[src/rtl/pic_pkg.sv]
package pic_pkg;
    localparam int NUM_SRC  = 29;
    localparam int PRIO_W   = 4;
    localparam int NUM_LVL  = 1 << PRIO_W;
    localparam int NUM_TGT  = 2;
    localparam int IDX_W    = 5;
    localparam int BASE_LSB = 11;
    localparam int BASE_W   = 32 - BASE_LSB;
    localparam int IDX_LSB  = 3;

    localparam int F_TGT    = 8;
    localparam int F_EN     = 16;
    localparam int F_SW     = 17;
    localparam int F_PEND   = 31;

    localparam logic [9:0] W_MASK0 = 10'h000;
    localparam logic [9:0] W_MASK1 = 10'h001;
    localparam logic [9:0] W_VEC0  = 10'h040;
    localparam logic [9:0] W_VEC1  = 10'h041;
    localparam logic [9:0] W_PEND  = 10'h080;
    localparam logic [9:0] W_FEAT  = 10'h0C0;
    localparam logic [9:0] W_REQ   = 10'h100;

    typedef logic [PRIO_W-1:0] prio_t;
    typedef logic [IDX_W-1:0]  idx_t;

    typedef struct packed {
        prio_t prio;
        logic  tgt;
        logic  en;
        logic  swreq;
    } src_cfg_t;

    function automatic logic [31:0] req_word(src_cfg_t c, logic pend);
        logic [31:0] r;
        r = '0;
        r[PRIO_W-1:0] = c.prio;
        r[F_TGT]      = c.tgt;
        r[F_EN]       = c.en;
        r[F_SW]       = c.swreq;
        r[F_PEND]     = pend;
        return r;
    endfunction

    function automatic logic [31:0] feat_word(int nsrc, int nlvl, int ntgt);
        logic [31:0] r;
        r = '0;
        r[7:0]   = 8'(nsrc);
        r[15:8]  = 8'(nlvl);
        r[21:16] = 6'(ntgt);
        return r;
    endfunction

    function automatic logic [31:0] vec_word(logic [BASE_W-1:0] base, idx_t idx);
        logic [31:0] r;
        r = '0;
        r[31:BASE_LSB]              = base;
        r[IDX_LSB+IDX_W-1:IDX_LSB]  = idx;
        return r;
    endfunction
endpackage

[src/rtl/pic_src_bank.sv]
module pic_src_bank
    import pic_pkg::*;
#(
    parameter int N_SRC = NUM_SRC
) (
    input  logic     clk,
    input  logic     rst,
    input  logic     wr_en,
    input  idx_t     wr_idx,
    input  src_cfg_t wr_cfg,
    input  logic [N_SRC:1] irq_src,
    output src_cfg_t cfg      [N_SRC:1],
    output logic [N_SRC:1] raw_pend
);
    for (genvar n = 1; n <= N_SRC; n++) begin : g_src
        src_cfg_t cfg_q;
        always_ff @(posedge clk) begin
            if (rst)
                cfg_q <= '0;
            else if (wr_en && wr_idx == idx_t'(n))
                cfg_q <= wr_cfg;
        end
        assign cfg[n]      = cfg_q;
        assign raw_pend[n] = irq_src[n] | cfg_q.swreq;
    end
endmodule

[src/rtl/pic_arbiter.sv]
module pic_arbiter
    import pic_pkg::*;
#(
    parameter int N_SRC = NUM_SRC,
    parameter int TGT   = 0
) (
    input  logic     clk,
    input  logic     rst,
    input  src_cfg_t cfg      [N_SRC:1],
    input  logic [N_SRC:1] raw_pend,
    input  prio_t    mask,
    output idx_t     win_idx,
    output prio_t    win_prio,
    output logic     win_valid
);
    logic [N_SRC:0] elig;

    always_comb begin
        elig = '0;
        for (int n = 1; n <= N_SRC; n++)
            elig[n] = cfg[n].en && raw_pend[n] &&
                      (cfg[n].tgt == 1'(TGT)) && (cfg[n].prio > mask);
    end

    always_comb begin
        win_idx   = '0;
        win_prio  = '0;
        win_valid = 1'b0;
        for (int n = 1; n <= N_SRC; n++) begin
            if (elig[n] && cfg[n].prio > win_prio) begin
                win_idx   = idx_t'(n);
                win_prio  = cfg[n].prio;
                win_valid = 1'b1;
            end
        end
    end

    AST_WIN_ABOVE_MASK: assert property (@(posedge clk) disable iff (rst)
        win_valid |-> (cfg[win_idx].prio > mask));
    AST_WIN_ELIGIBLE: assert property (@(posedge clk) disable iff (rst)
        win_valid |-> (raw_pend[win_idx] && cfg[win_idx].en));
    AST_IDLE_IDX_ZERO: assert property (@(posedge clk) disable iff (rst)
        !win_valid |-> (win_idx == '0));
endmodule

[src/rtl/pic_top.sv]
module pic_top
    import pic_pkg::*;
#(
    parameter int N_SRC = NUM_SRC
) (
    input  logic              clk,
    input  logic              rst,
    input  logic              bus_we,
    input  logic [9:0]        bus_word,
    input  logic [31:0]       bus_wdata,
    output logic [31:0]       bus_rdata,
    input  logic [N_SRC:1]    irq_src,
    output logic              irq_norm,
    output logic              irq_fast
);
    localparam logic [31:0] FEATURES = feat_word(N_SRC, NUM_LVL, NUM_TGT);

    src_cfg_t              cfg      [N_SRC:1];
    logic [N_SRC:1]        raw_pend;
    prio_t                 mask_q   [NUM_TGT];
    logic [BASE_W-1:0]     base_q   [NUM_TGT];
    idx_t                  win_idx  [NUM_TGT];
    prio_t                 win_prio [NUM_TGT];
    logic [NUM_TGT-1:0]    win_valid;
    logic [NUM_TGT-1:0]    irq_q;

    logic [9:0] req_off;
    logic       req_hit;
    idx_t       req_idx;
    src_cfg_t   wr_cfg;
    logic       unused_wbits;

    assign req_off = bus_word - W_REQ;
    assign req_hit = (bus_word > W_REQ) && (req_off <= 10'(N_SRC));
    assign req_idx = req_hit ? idx_t'(req_off) : '0;

    assign wr_cfg.prio  = bus_wdata[PRIO_W-1:0];
    assign wr_cfg.tgt   = bus_wdata[F_TGT];
    assign wr_cfg.en    = bus_wdata[F_EN];
    assign wr_cfg.swreq = bus_wdata[F_SW];
    assign unused_wbits = ^{bus_wdata[10:9], bus_wdata[7:4], bus_wdata[31:18], bus_wdata[15:11]};

    pic_src_bank #(.N_SRC(N_SRC)) u_bank (
        .clk      (clk),
        .rst      (rst),
        .wr_en    (bus_we && req_hit),
        .wr_idx   (req_idx),
        .wr_cfg   (wr_cfg),
        .irq_src  (irq_src),
        .cfg      (cfg),
        .raw_pend (raw_pend)
    );

    for (genvar t = 0; t < NUM_TGT; t++) begin : g_tgt
        always_ff @(posedge clk) begin
            if (rst) begin
                mask_q[t] <= '0;
                base_q[t] <= '0;
                irq_q[t]  <= 1'b0;
            end else begin
                if (bus_we && bus_word == W_MASK0 + 10'(t))
                    mask_q[t] <= bus_wdata[PRIO_W-1:0];
                if (bus_we && bus_word == W_VEC0 + 10'(t))
                    base_q[t] <= bus_wdata[31:BASE_LSB];
                irq_q[t] <= win_valid[t];
            end
        end

        pic_arbiter #(.N_SRC(N_SRC), .TGT(t)) u_arb (
            .clk       (clk),
            .rst       (rst),
            .cfg       (cfg),
            .raw_pend  (raw_pend),
            .mask      (mask_q[t]),
            .win_idx   (win_idx[t]),
            .win_prio  (win_prio[t]),
            .win_valid (win_valid[t])
        );
    end

    assign irq_norm = irq_q[0];
    assign irq_fast = irq_q[1];

    always_comb begin
        bus_rdata = '0;
        if (req_hit) begin
            bus_rdata = req_word(cfg[req_idx], raw_pend[req_idx]);
        end else begin
            case (bus_word)
                W_MASK0: bus_rdata = 32'(mask_q[0]);
                W_MASK1: bus_rdata = 32'(mask_q[1]);
                W_VEC0:  bus_rdata = vec_word(base_q[0], win_idx[0]);
                W_VEC1:  bus_rdata = vec_word(base_q[1], win_idx[1]);
                W_PEND:  bus_rdata = 32'({raw_pend, 1'b0});
                W_FEAT:  bus_rdata = FEATURES;
                default: bus_rdata = '0;
            endcase
        end
    end

    AST_IRQ_HAS_CAUSE: assert property (@(posedge clk) disable iff (rst)
        $rose(irq_norm) |-> $past(win_valid[0]));
    AST_MASK_STORES_LOW: assert property (@(posedge clk) disable iff (rst)
        (bus_we && bus_word == W_MASK0) |=> (mask_q[0] == $past(bus_wdata[PRIO_W-1:0])));
    AST_FULL_MASK_SILENT: assert property (@(posedge clk) disable iff (rst)
        (mask_q[1] == 4'hF) |=> !irq_fast);
    AST_WIN_PRIO_CEIL: assert property (@(posedge clk) disable iff (rst)
        win_valid[0] |-> (win_prio[0] > mask_q[0]));
endmodule

[config.mk]
export PLATFORM = sky130hd
export DESIGN_NAME = pic_top
export DESIGN_NICKNAME = d
export VERILOG_FILES = /design/src/rtl/pic_pkg.sv /design/src/rtl/pic_src_bank.sv /design/src/rtl/pic_arbiter.sv /design/src/rtl/pic_top.sv
export SDC_FILE = /design/constraint.sdc
export NUM_CORES = 1
export LEC_CHECK = 0
export BUFFER_PORTS_ARGS = -buffer_cell sky130_fd_sc_hd__buf_2
export CELL_PAD_IN_SITES_DETAIL_PLACEMENT = 2
export CELL_PAD_IN_SITES_GLOBAL_PLACEMENT = 2
export CORE_UTILIZATION = 42
export CTS_CLUSTER_SIZE = 30
export DETAILED_ROUTE_END_ITERATION = 7
export MAX_ROUTING_LAYER = met4
export PLACE_DENSITY_LB_ADDON = 0.1
export SLEW_MARGIN = 40
export SYNTH_ARGS = -nofsm -noshare
export SYNTH_HDL_FRONTEND = slang
export SYNTH_SLANG_ARGS = --single-unit
[constraint.sdc]
create_clock -name clk -period 150.1 [get_ports clk]
set_input_delay 30.02 -clock clk [delete_from_list [all_inputs] [get_ports clk]]
set_output_delay 30.02 -clock clk [all_outputs]
set_load 0.1 [all_outputs]
**Word-level counts from Yosys, hierarchy flattened**

Memories as Yosys holds them, arrays and structs flattened.
Cells that the tools add are included.

- RAM bits: 50
- Logic and storage cells: 771
- Memories: 2
- Flip-flop bits (word level): 205

- Muxes and demuxes: 197
- $lt $le $gt $ge: 118
- Equal/unequal tests: 34
- Add/sub/neg operators: 1
- Reduce and logical (&&, ||, !) cells: 239
- Bitwise logic cells: 62

Memory list:

| memory | words | bits a word | read ports | clocked after memory_dff | write ports | RTL line | RTL |
|---|---|---|---|---|---|---|---|
| base_q | 2 | 21 | 2 | 0 | 2 | pic_top.sv:21 | `logic [BASE_W-1:0] base_q [NUM_TGT];` |
| mask_q | 2 | 4 | 2 | 0 | 2 | pic_top.sv:20 | `prio_t mask_q [NUM_TGT];` |

Operators with widths:

| cell | count |
|---|---|
| $gt A4 B4 Y1 | 114 |
| $mux W4 | 66 |
| $logic_and A1 B1 Y1 | 238 |
| $mux W5 | 43 |
| $pmux W32 S6 | 1 |
| $mux W1 | 75 |
| $eq A5 B5 Y1 const B | 14 |
| $mux W21 | 2 |
| $eq A5 B4 Y1 const B | 8 |
| $bmux W7 S5 | 1 |
| $or A1 B1 Y1 | 33 |
| $mux W32 | 1 |
| $not A1 Y1 | 29 |
| $eq A10 B7 Y1 const B | 2 |
| $eq A10 B8 Y1 const B | 2 |
| $eq A5 B3 Y1 const B | 4 |
| $mux W3 | 4 |
| $eq A10 B1 Y1 const B | 1 |
| $eq A5 B2 Y1 const B | 2 |
| $gt A10 B9 Y1 const B | 1 |
| $le A10 B5 Y1 const B | 1 |
| $logic_not A10 Y1 | 1 |
| $sub A10 B9 Y10 const B | 1 |
| $mux W7 | 1 |
| other kinds (5) | 6 |

**Depth between registers and ports, before layout**

Gate-level depths: netlist (run 1).

- Depth in word-level cells: 92
- Gate-level depth with buffers: 255
- Gate-level depth less buffers: 251

**Cells and area by module**

A second synthesis (run 1) with hierarchy kept.

- Cell total of the unflattened synthesis: 3684
- Area total of the unflattened synthesis: 30818.3 µm²

By module, submodules not included:

| module | area an instance (µm²) | cells an instance | times used |
|---|---|---|---|
| pic_arbiter at g_tgt[0].u_arb | 8942.3 | 1233 | 1 |
| pic_arbiter at g_tgt[1].u_arb | 8760.9 | 1205 | 1 |
| pic_src_bank | 8170.3 | 742 | 1 |
| pic_top | 4944.7 | 504 | 1 |

**Least setup slack after synthesis (run 1)**

No wires, ideal clock.

- Kind: input to output
- Start point: input port irq_src[1] (netlist bit)
- End point: output port bus_rdata[7]
- Buffers on the path: 5
- Cell stages on the path: 224
- Data required time: 120.080 ns
- Arrival: 72.044 ns
- Path slack: 48.036 ns
- Path through: o21a_1 > nand3_2 > a21oi_2 > nand2_1 > ha_1 > nor2b_1 > o211ai_1 > a22o_1 > or2_2 > o21ai_0 > ha_1 > nand2_1 > o21ai_0 > a2111oi_2 > nand2_1 > mux2_2 > ha_1 > nand3_1 > [188 not listed] > a21oi_1 > nor2_1 > nand4_1 > inv_1 > nor2_1 > a32oi_1 > o21ai_0 > ha_1 > nor2b_1 > o21ai_0 > nand2b_1 > a21oi_1 > nor2_1 > nand4_1 > nand2_1 > or4_1 > a211oi_2 > o221ai_1

- Longest elaborated chain between the ends: 92
- Elaborated cells between the ends (all ways): 219
- Classes of those cells: order compare: 56; mux: 99; bitwise: 1; reduce/logical: 63

RTL lines:

| item | RTL line | RTL |
|---|---|---|
| start: declaration | pic_top.sv:12 | `input logic [N_SRC:1] irq_src,` |
| $or A1 B1 Y1 * | pic_src_bank.sv:24 | `assign raw_pend[n] = irq_src[n] \| cfg_q.swreq;` |
| $logic_and A1 B1 Y1 * | pic_arbiter.sv:21 | `elig[n] = cfg[n].en && raw_pend[n] &&` |
| $logic_and A1 B1 Y1 | pic_arbiter.sv:21 |  |
| $logic_and A1 B1 Y1 | pic_arbiter.sv:22 | `(cfg[n].tgt == 1'(TGT)) && (cfg[n].prio > mask);` |
| $logic_and A1 B1 Y1 | pic_arbiter.sv:30 | `if (elig[n] && cfg[n].prio > win_prio) begin` |
| $mux W4 | pic_arbiter.sv:30 |  |
| $gt A4 B4 Y1 | pic_arbiter.sv:30 |  |
| $logic_and A1 B1 Y1 | pic_arbiter.sv:30 |  |
| [76 not listed] | - |  |
| $gt A4 B4 Y1 | pic_arbiter.sv:30 |  |
| $logic_and A1 B1 Y1 | pic_arbiter.sv:30 |  |
| $mux W4 | pic_arbiter.sv:30 |  |
| $gt A4 B4 Y1 | pic_arbiter.sv:30 |  |
| $logic_and A1 B1 Y1 | pic_arbiter.sv:30 |  |
| $mux W5 | pic_arbiter.sv:30 |  |
| $pmux W32 S6 * | pic_top.sv:89 | `case (bus_word)` |
| $mux W32 * | pic_top.sv:86 | `if (req_hit) begin` |
| end: declaration | pic_top.sv:11 | `output logic [31:0] bus_rdata,` |

Mark *: on every way between the ends. The rest lies on a longest branch, timed or not.

**Worst setup path after layout (run 1)**

Ends and elaborated chain as after synthesis.

==> results of run 1 <==
## kinds of logic after synthesis
group / Yosys count / share of synthesized area [%]
fa+ha+maj: 417 / 17.9
mux: 271 / 9.73
simple gates: 1253 / 21.3
compound gates: 1076 / 25.8
xor+xnor: 23 / 0.692
flops: 255 / 19.3
buf+inv: 373 / 5.33
## worst paths after layout
check / start / to / slack, ns / cells after the start
max reg2reg: mask_q[0][3]$_SDFFCE_PN0P_ / irq_norm$_SDFF_PP0_ / 98.06 / 227
max: irq_src[1] / bus_rdata[7] / 38.83 / 227
min reg2reg: u_bank.cfg[169]$_SDFFE_PP0P_ / u_bank.cfg[169]$_SDFFE_PP0P_ / 0.49 / 2
min: u_bank.cfg[169]$_SDFFE_PP0P_ / u_bank.cfg[169]$_SDFFE_PP0P_ / 0.49 / 2
## synth_stat cells, types with 14 or more instances
library cell and number:
a211oi_1 27, a21o_1 62, a21oi_1 242, a221oi_1 44
a31oi_1 36, a41oi_1 19, and2_1 72, and3_1 25
clkbuf_1 127, dfxtp_1 205, edfxtp_1 50, ha_1 408
inv_1 219, mux2_2 61, mux2i_1 201, nand2_1 316
nand2b_1 44, nand3_1 174, nand4_1 54, nor2_1 309
nor2b_1 75, nor3_1 41, nor4_1 15, o211ai_1 56
o21a_1 56, o21ai_0 243, o221ai_1 14, o22ai_1 18
o31ai_1 16, or2_2 15, or3_1 20, or4_1 15
xnor2_1 17
## per-stage QoR
| step | util, % | hold WS, ns | cells | power [uW] |
|---|---|---|---|---|
| floorplan | - | 0.443 | 3668 | 80.4 |
| global placement | 44.3 | 0.455 | 4583 | 86.4 |
| detailed placement | 44.4 | 0.472 | 4583 | 87.9 |
| CTS | 45.8 | 0.485 | 4636 | 160 |
| global route | 45.9 | 0.504 | 4645 | 164 |
| finish | 45.9 | 0.486 | 4646 | 161 |
## per-layer routing
| metal | vias up | wire (microns) |
|---|---|---|
| met4 | 0 | 6090 |
| met5 | - | 0 |
| li1 | 13763 | - |
| met3 | 302 | 7070 |
| met1 | 15642 | 57200 |
| met2 | 989 | 63100 |
## state kept, by name, summed over array words and instances, names as in the netlist
name,count
u_bank.cfg,203
base_q,42
mask_q,8
irq_norm,1
irq_fast,1
## where the power goes
group          switching, uW  internal (uW)  leakage [uW]
Combinational           11.9           4.48        0.0102
Sequential             0.302           70.4       0.00212
Clock                   32.7           41.0      0.000465
Total                   44.8            116        0.0128
## cell type report
type                            instances  share of cell area, %
Multi-Input combinational cell       3040                   70.2
Sequential cell                       255                   17.8
Tap cell                              931                   3.70
Inverter                              219                   2.61
Timing Repair Buffer                  138                   2.58
Clock buffer                           36                   2.55
Clock inverter                         17                  0.426
Antenna cell                           10                 0.0795
## critical path, delay by kind of cell
kind | cells | cell delay (ns)
AOI/OAI and AO/OA | 102 | 24.12
and+or+nand+nor | 59 | 10.45
adders and majority gates | 32 | 9.33
muxes | 14 | 5.14
buffers and inverters | 20 | 2.08
==> metrics.txt, run 1 <==
outcome=finished clean; Root Buffer Master=clkbuf_16; Data required, critical path=120.08 ns; crit share post-route=74.1%; RSZ-0062 raised after global routing=false; Reg clk slew, reported paths=0.06 ns; CP max stage cell=a221oi_1; CTS hold repair buffers=0; peak supply drop=0.00828 mV; Setup Skew=0.0160 ns; Setup-failing EPs final=0; Final Hold Viols=0; multi-input logic area=0.0221 sq mm; post-cts sizing count=0; Most Crowded Layer GR=met2; GRT Overall Usage=38.1%; nets=4165; M3 GR Usage=4.88%; clock latency on the worst-skew pair=0.59 ns; Slew Limit Fails=0; Core Region=0.0686 sq mm; Pleak=0.0128 uW; critical path launch point type=input pin; Starting Density=42.4%; CTS tree=yes; via count=30696; CP arrival=81.25 ns; Post-Synthesis Cell Area=0.0291 sq mm; Layout Cell Area excl Fill=0.0315 sq mm; EDFF count, synth=50; synthesized instance count=3668; HPWL Detailed=103000 microns; Area growth syn-to-layout=8.13%; vias in the first global route=32979; WS Path Type=in2out; DR pass1 iterations=8; Die Y=265 microns; Worst Tran Pin Value=0.964 ns; GP Congestion=0.948; Overflow after GRT=0; top cells by area, synth=ha_1 18%, dfxtp_1 14%, mux2i_1 6.9%; initial drt markers=2088; Cell variety after synth=130; die span in x=265 microns; crit end category=primary output; Top Ports=108; sequential cell area=0.00561 sq mm; commonest non-fill, non-tap cells in the layout=408 x ha_1, 315 x nand2_1, 298 x nor2_1, 242 x a21oi_1, 236 x o21ai_0; routed len/inst=28.7 microns; first-pass GRT wire length=202000 microns; drc violations=0; total negative slack=0 ns; relative slew slack=35.7%; clk sinks=255; initial antenna violation count=12; Avg Cell Area, Syn=7.93 sq um; share of layout cells above drive strength 1=11.1%; yosys synthesis warning count=0; Max Cap Viol=0; area leader, netlist=ha_1; row cnt=96; Die Area=0.0703 sq mm; antenna-violating nets left=0; asr flop ratio synth=0%; largest net degree at the start of global routing=124; CP peak stage delay=0.69 ns; post-synth top area share=17.5%; H-tree levels=1; drt via density=6.61; Primary FF master, synth=dfxtp_1; worst-path fanout max=12; fill cell total of the finished layout=7810; final setup margin=38.83 ns; GRT met1 Usage=46.5%; Hold Crit Class=reg2reg; IO buf count=101; Synth Register Bits=255; Placement Cell Area=0.0305 sq mm; fin crit period=111.27 ns; syn nets=4150; Num CTS Buffers=29; Seq/Total Area, Yosys=19.3%; Place WS=39.60 ns; postcts setup bufs=0; most used cell, CP=ha_1; commonest non-fill, non-tap cell in the layout=ha_1; clock buffer depth=3; met2 usage=62.7%; final wirelength=133000 microns; Cell Pwr Density=5.11 mW/mm^2; FMAX=8.99 MHz
(Power assumes the default switching activity.)
==> inputs of run 2 (changes only) <==
- ABC_AREA: unset -> 1
- CORE_UTILIZATION: 42 -> 34
- clock period: 150.1 -> 95.2 ns (I/O delays scaled with it)
==> metrics.txt, run 2 <==
peak supply drop=0.0129 mV (+56%); Largest register FFs=203 (unchanged); most used cell, CP=nand2_1; largest net degree at the start of global routing=80 (-35%); relative slew slack=39.1% (+3.4 points); Die Y=286 microns (+7.8%); die span in x=286 microns (+7.8%); Primary FF master, synth=dfxtp_1; Area growth syn-to-layout=9.19%; post-cts sizing count=0 (unchanged); nets=4396 (+5.5%); drt via density=5.71 (-14%); Worst Tran Pin Value=0.910 ns (-0.0547 ns); crit end category=primary output; top cells by area, synth=ha_1 19%, dfxtp_1 15%, nand2_1 8.8%; Top Ports=108 (unchanged); Core Region=0.0794 sq mm (+16%); Placed Cells=4931 (+7.6%); FMAX=13.7 MHz; Setup-failing EPs final=0 (unchanged); initial drt markers=1592 (-24%); CTS tree=yes; Synth Register Bits=255 (unchanged); Die Area=0.0818 sq mm (+16%); clock latency on the worst-skew pair=0.59 ns (about the same); Slew Limit Fails=0 (unchanged); worst-path fanout max=13 (+1); HPWL Detailed=94000 microns (-8.3%); Max Cap Viol=0 (unchanged); GP Congestion=0.885 (-6.6%); Hold Crit Class=reg2reg; Worst R2R Path Depth=237 (+4.4%); via count=28518 (-7.1%); antenna-violating nets left=0 (unchanged); asr flop ratio synth=0% (unchanged); RSZ-0062 raised after global routing=false; CP max stage cell=o21ai_0; critical path launch point type=input pin; row cnt=103 (+7.3%); commonest non-fill, non-tap cell in the layout=nand2_1; EDFF count, synth=50 (unchanged); vias in the first global route=29358 (-11%); Avg Cell Area, Syn=7.07 sq um (-11%); share of layout cells above drive strength 1=14.3% (+3.2 points); Cell Pwr Density=8.75 mW/mm^2 (+71%); Post-Synthesis Cell Area=0.0274 sq mm (-5.8%); Min Hold Slack=0.495 ns (+0.00881 ns); syn nets=4362 (+5.1%); top cells by count, synth=641 x nand2_1, 459 x inv_1, 408 x ha_1; CP peak stage delay=0.48 ns (-0.21 ns); commonest non-fill, non-tap cells in the layout=639 x nand2_1, 452 x inv_1, 408 x ha_1, 313 x nor2_1, 306 x o21ai_0; Root Buffer Master=clkbuf_16; outcome=finished clean; post-synth top area share=18.6% (+1.1 points); routed len/inst=24.4 microns (-15%); Pleak=0.0142 uW (+11%); Overflow after GRT=0 (unchanged); synthesized instance count=3880 (+5.8%); Layout Cell Area excl Fill=0.0299 sq mm (-4.9%); Data required, critical path=76.16 ns (-43.92 ns); Reg clk slew, reported paths=0.06 ns (about the same); total negative slack=0 ns (unchanged); WS Path Type=in2out; postcts setup bufs=0 (unchanged); hold path cells=2 (unchanged); non-filler cells in the finished layout=4992 (+7.4%); first-pass GRT wire length=183000 microns (-9.3%); worst path bufs/invs=35 (+75%); crit share post-route=76.7%; fin crit period=72.99 ns; DR pass1 iterations=5 (-3); drc violations=0 (unchanged); final setup margin=22.21 ns (-16.62 ns); Placement Cell Area=0.0288 sq mm (-5.3%); area leader, netlist=ha_1; Cell variety after synth=56 (-57%); clock buffer depth=3 (unchanged); WP depth=235 (+3.5%); most frequent cell after synthesis=nand2_1; CTS hold repair buffers=0 (unchanged); clk sinks=255 (unchanged); IO buf count=101 (unchanged); GRT Overall Usage=30.2% (-7.8 points); Final Hold Viols=0 (unchanged); yosys synthesis warning count=0 (unchanged); CP arrival=53.95 ns (-27.30 ns); Place WS=22.09 ns (-17.52 ns); initial antenna violation count=6 (-6); Seq/Total Area, Yosys=20.4% (+1.2 points); Num CTS Buffers=31 (+6.9%); final wirelength=122000 microns (-8.6%); family with the most delay on the worst path=simple AND/OR/NAND/NOR gates; Starting Density=34.5% (-7.9 points); H-tree levels=1 (unchanged); Setup Skew=0.0161 ns (+0.000139 ns)
[run 2: path summary, 6_finish.rpt]
path	start	end	slack, ns
hold / removal	u_bank.cfg[73]$_SDFFE_PP0P_	u_bank.cfg[73]$_SDFFE_PP0P_	0.49
hold reg to reg	u_bank.cfg[73]$_SDFFE_PP0P_	u_bank.cfg[73]$_SDFFE_PP0P_	0.49
setup reg to reg	mask_q[0][3]$_SDFFCE_PN0P_	irq_norm$_SDFF_PP0_	59.68
setup / recovery	irq_src[1]	bus_rdata[7]	22.21
[run 2: per-stage QoR]
step                      utilization (%)  total power (uW)
after floorplan                         -               126
after global routing                 37.7               268
after detailed placement             36.3               138
after global placement               36.2               137
final                                37.7               262
after CTS                            37.7               262
[run 2: area by class of cell]
class                           count  area [sq um]
Multi-Input combinational cell   3005         19300
Timing Repair Buffer              142           823
Antenna cell                        4          10.0
Sequential cell                   255          5610
Inverter                          479          1800
Clock inverter                     11           123
Clock buffer                       46           942
Fill cell                        9615         49500
Tap cell                         1050          1310
[run 2: per-layer routing]
metal  GRT usage (%)  up-vias  wire, microns
li1                -    13582              -
met5               -        -              0
met3            5.19      147           6660
met1            40.7    14194          58800
met2            46.6      595          53300
met4            7.39        0           3250
[run 2: logic make-up after synthesis]
kind of cell | share of synthesized area, %
AND/OR/NAND/NOR | 29.1
AO/OA/AOI/OAI | 22.3
buffers and inverters | 9.47
adder cells (fa/ha/maj) | 18.6
flip-flops | 20.4
[run 2: report_power, final]
part	switching, uW	leakage [uW]	internal, uW
sequential	0.467	0.00212	111
clock	51.7	0.000521	73.7
combinational	18.8	0.0115	6.03
total	71.0	0.0142	191
[run 2: tightest hold or removal path, cell delays in order, from the launching register on]
cell and delay, ns:
dfxtp_1 0.31, nor2_1 0.10, a211oi_1 0.05
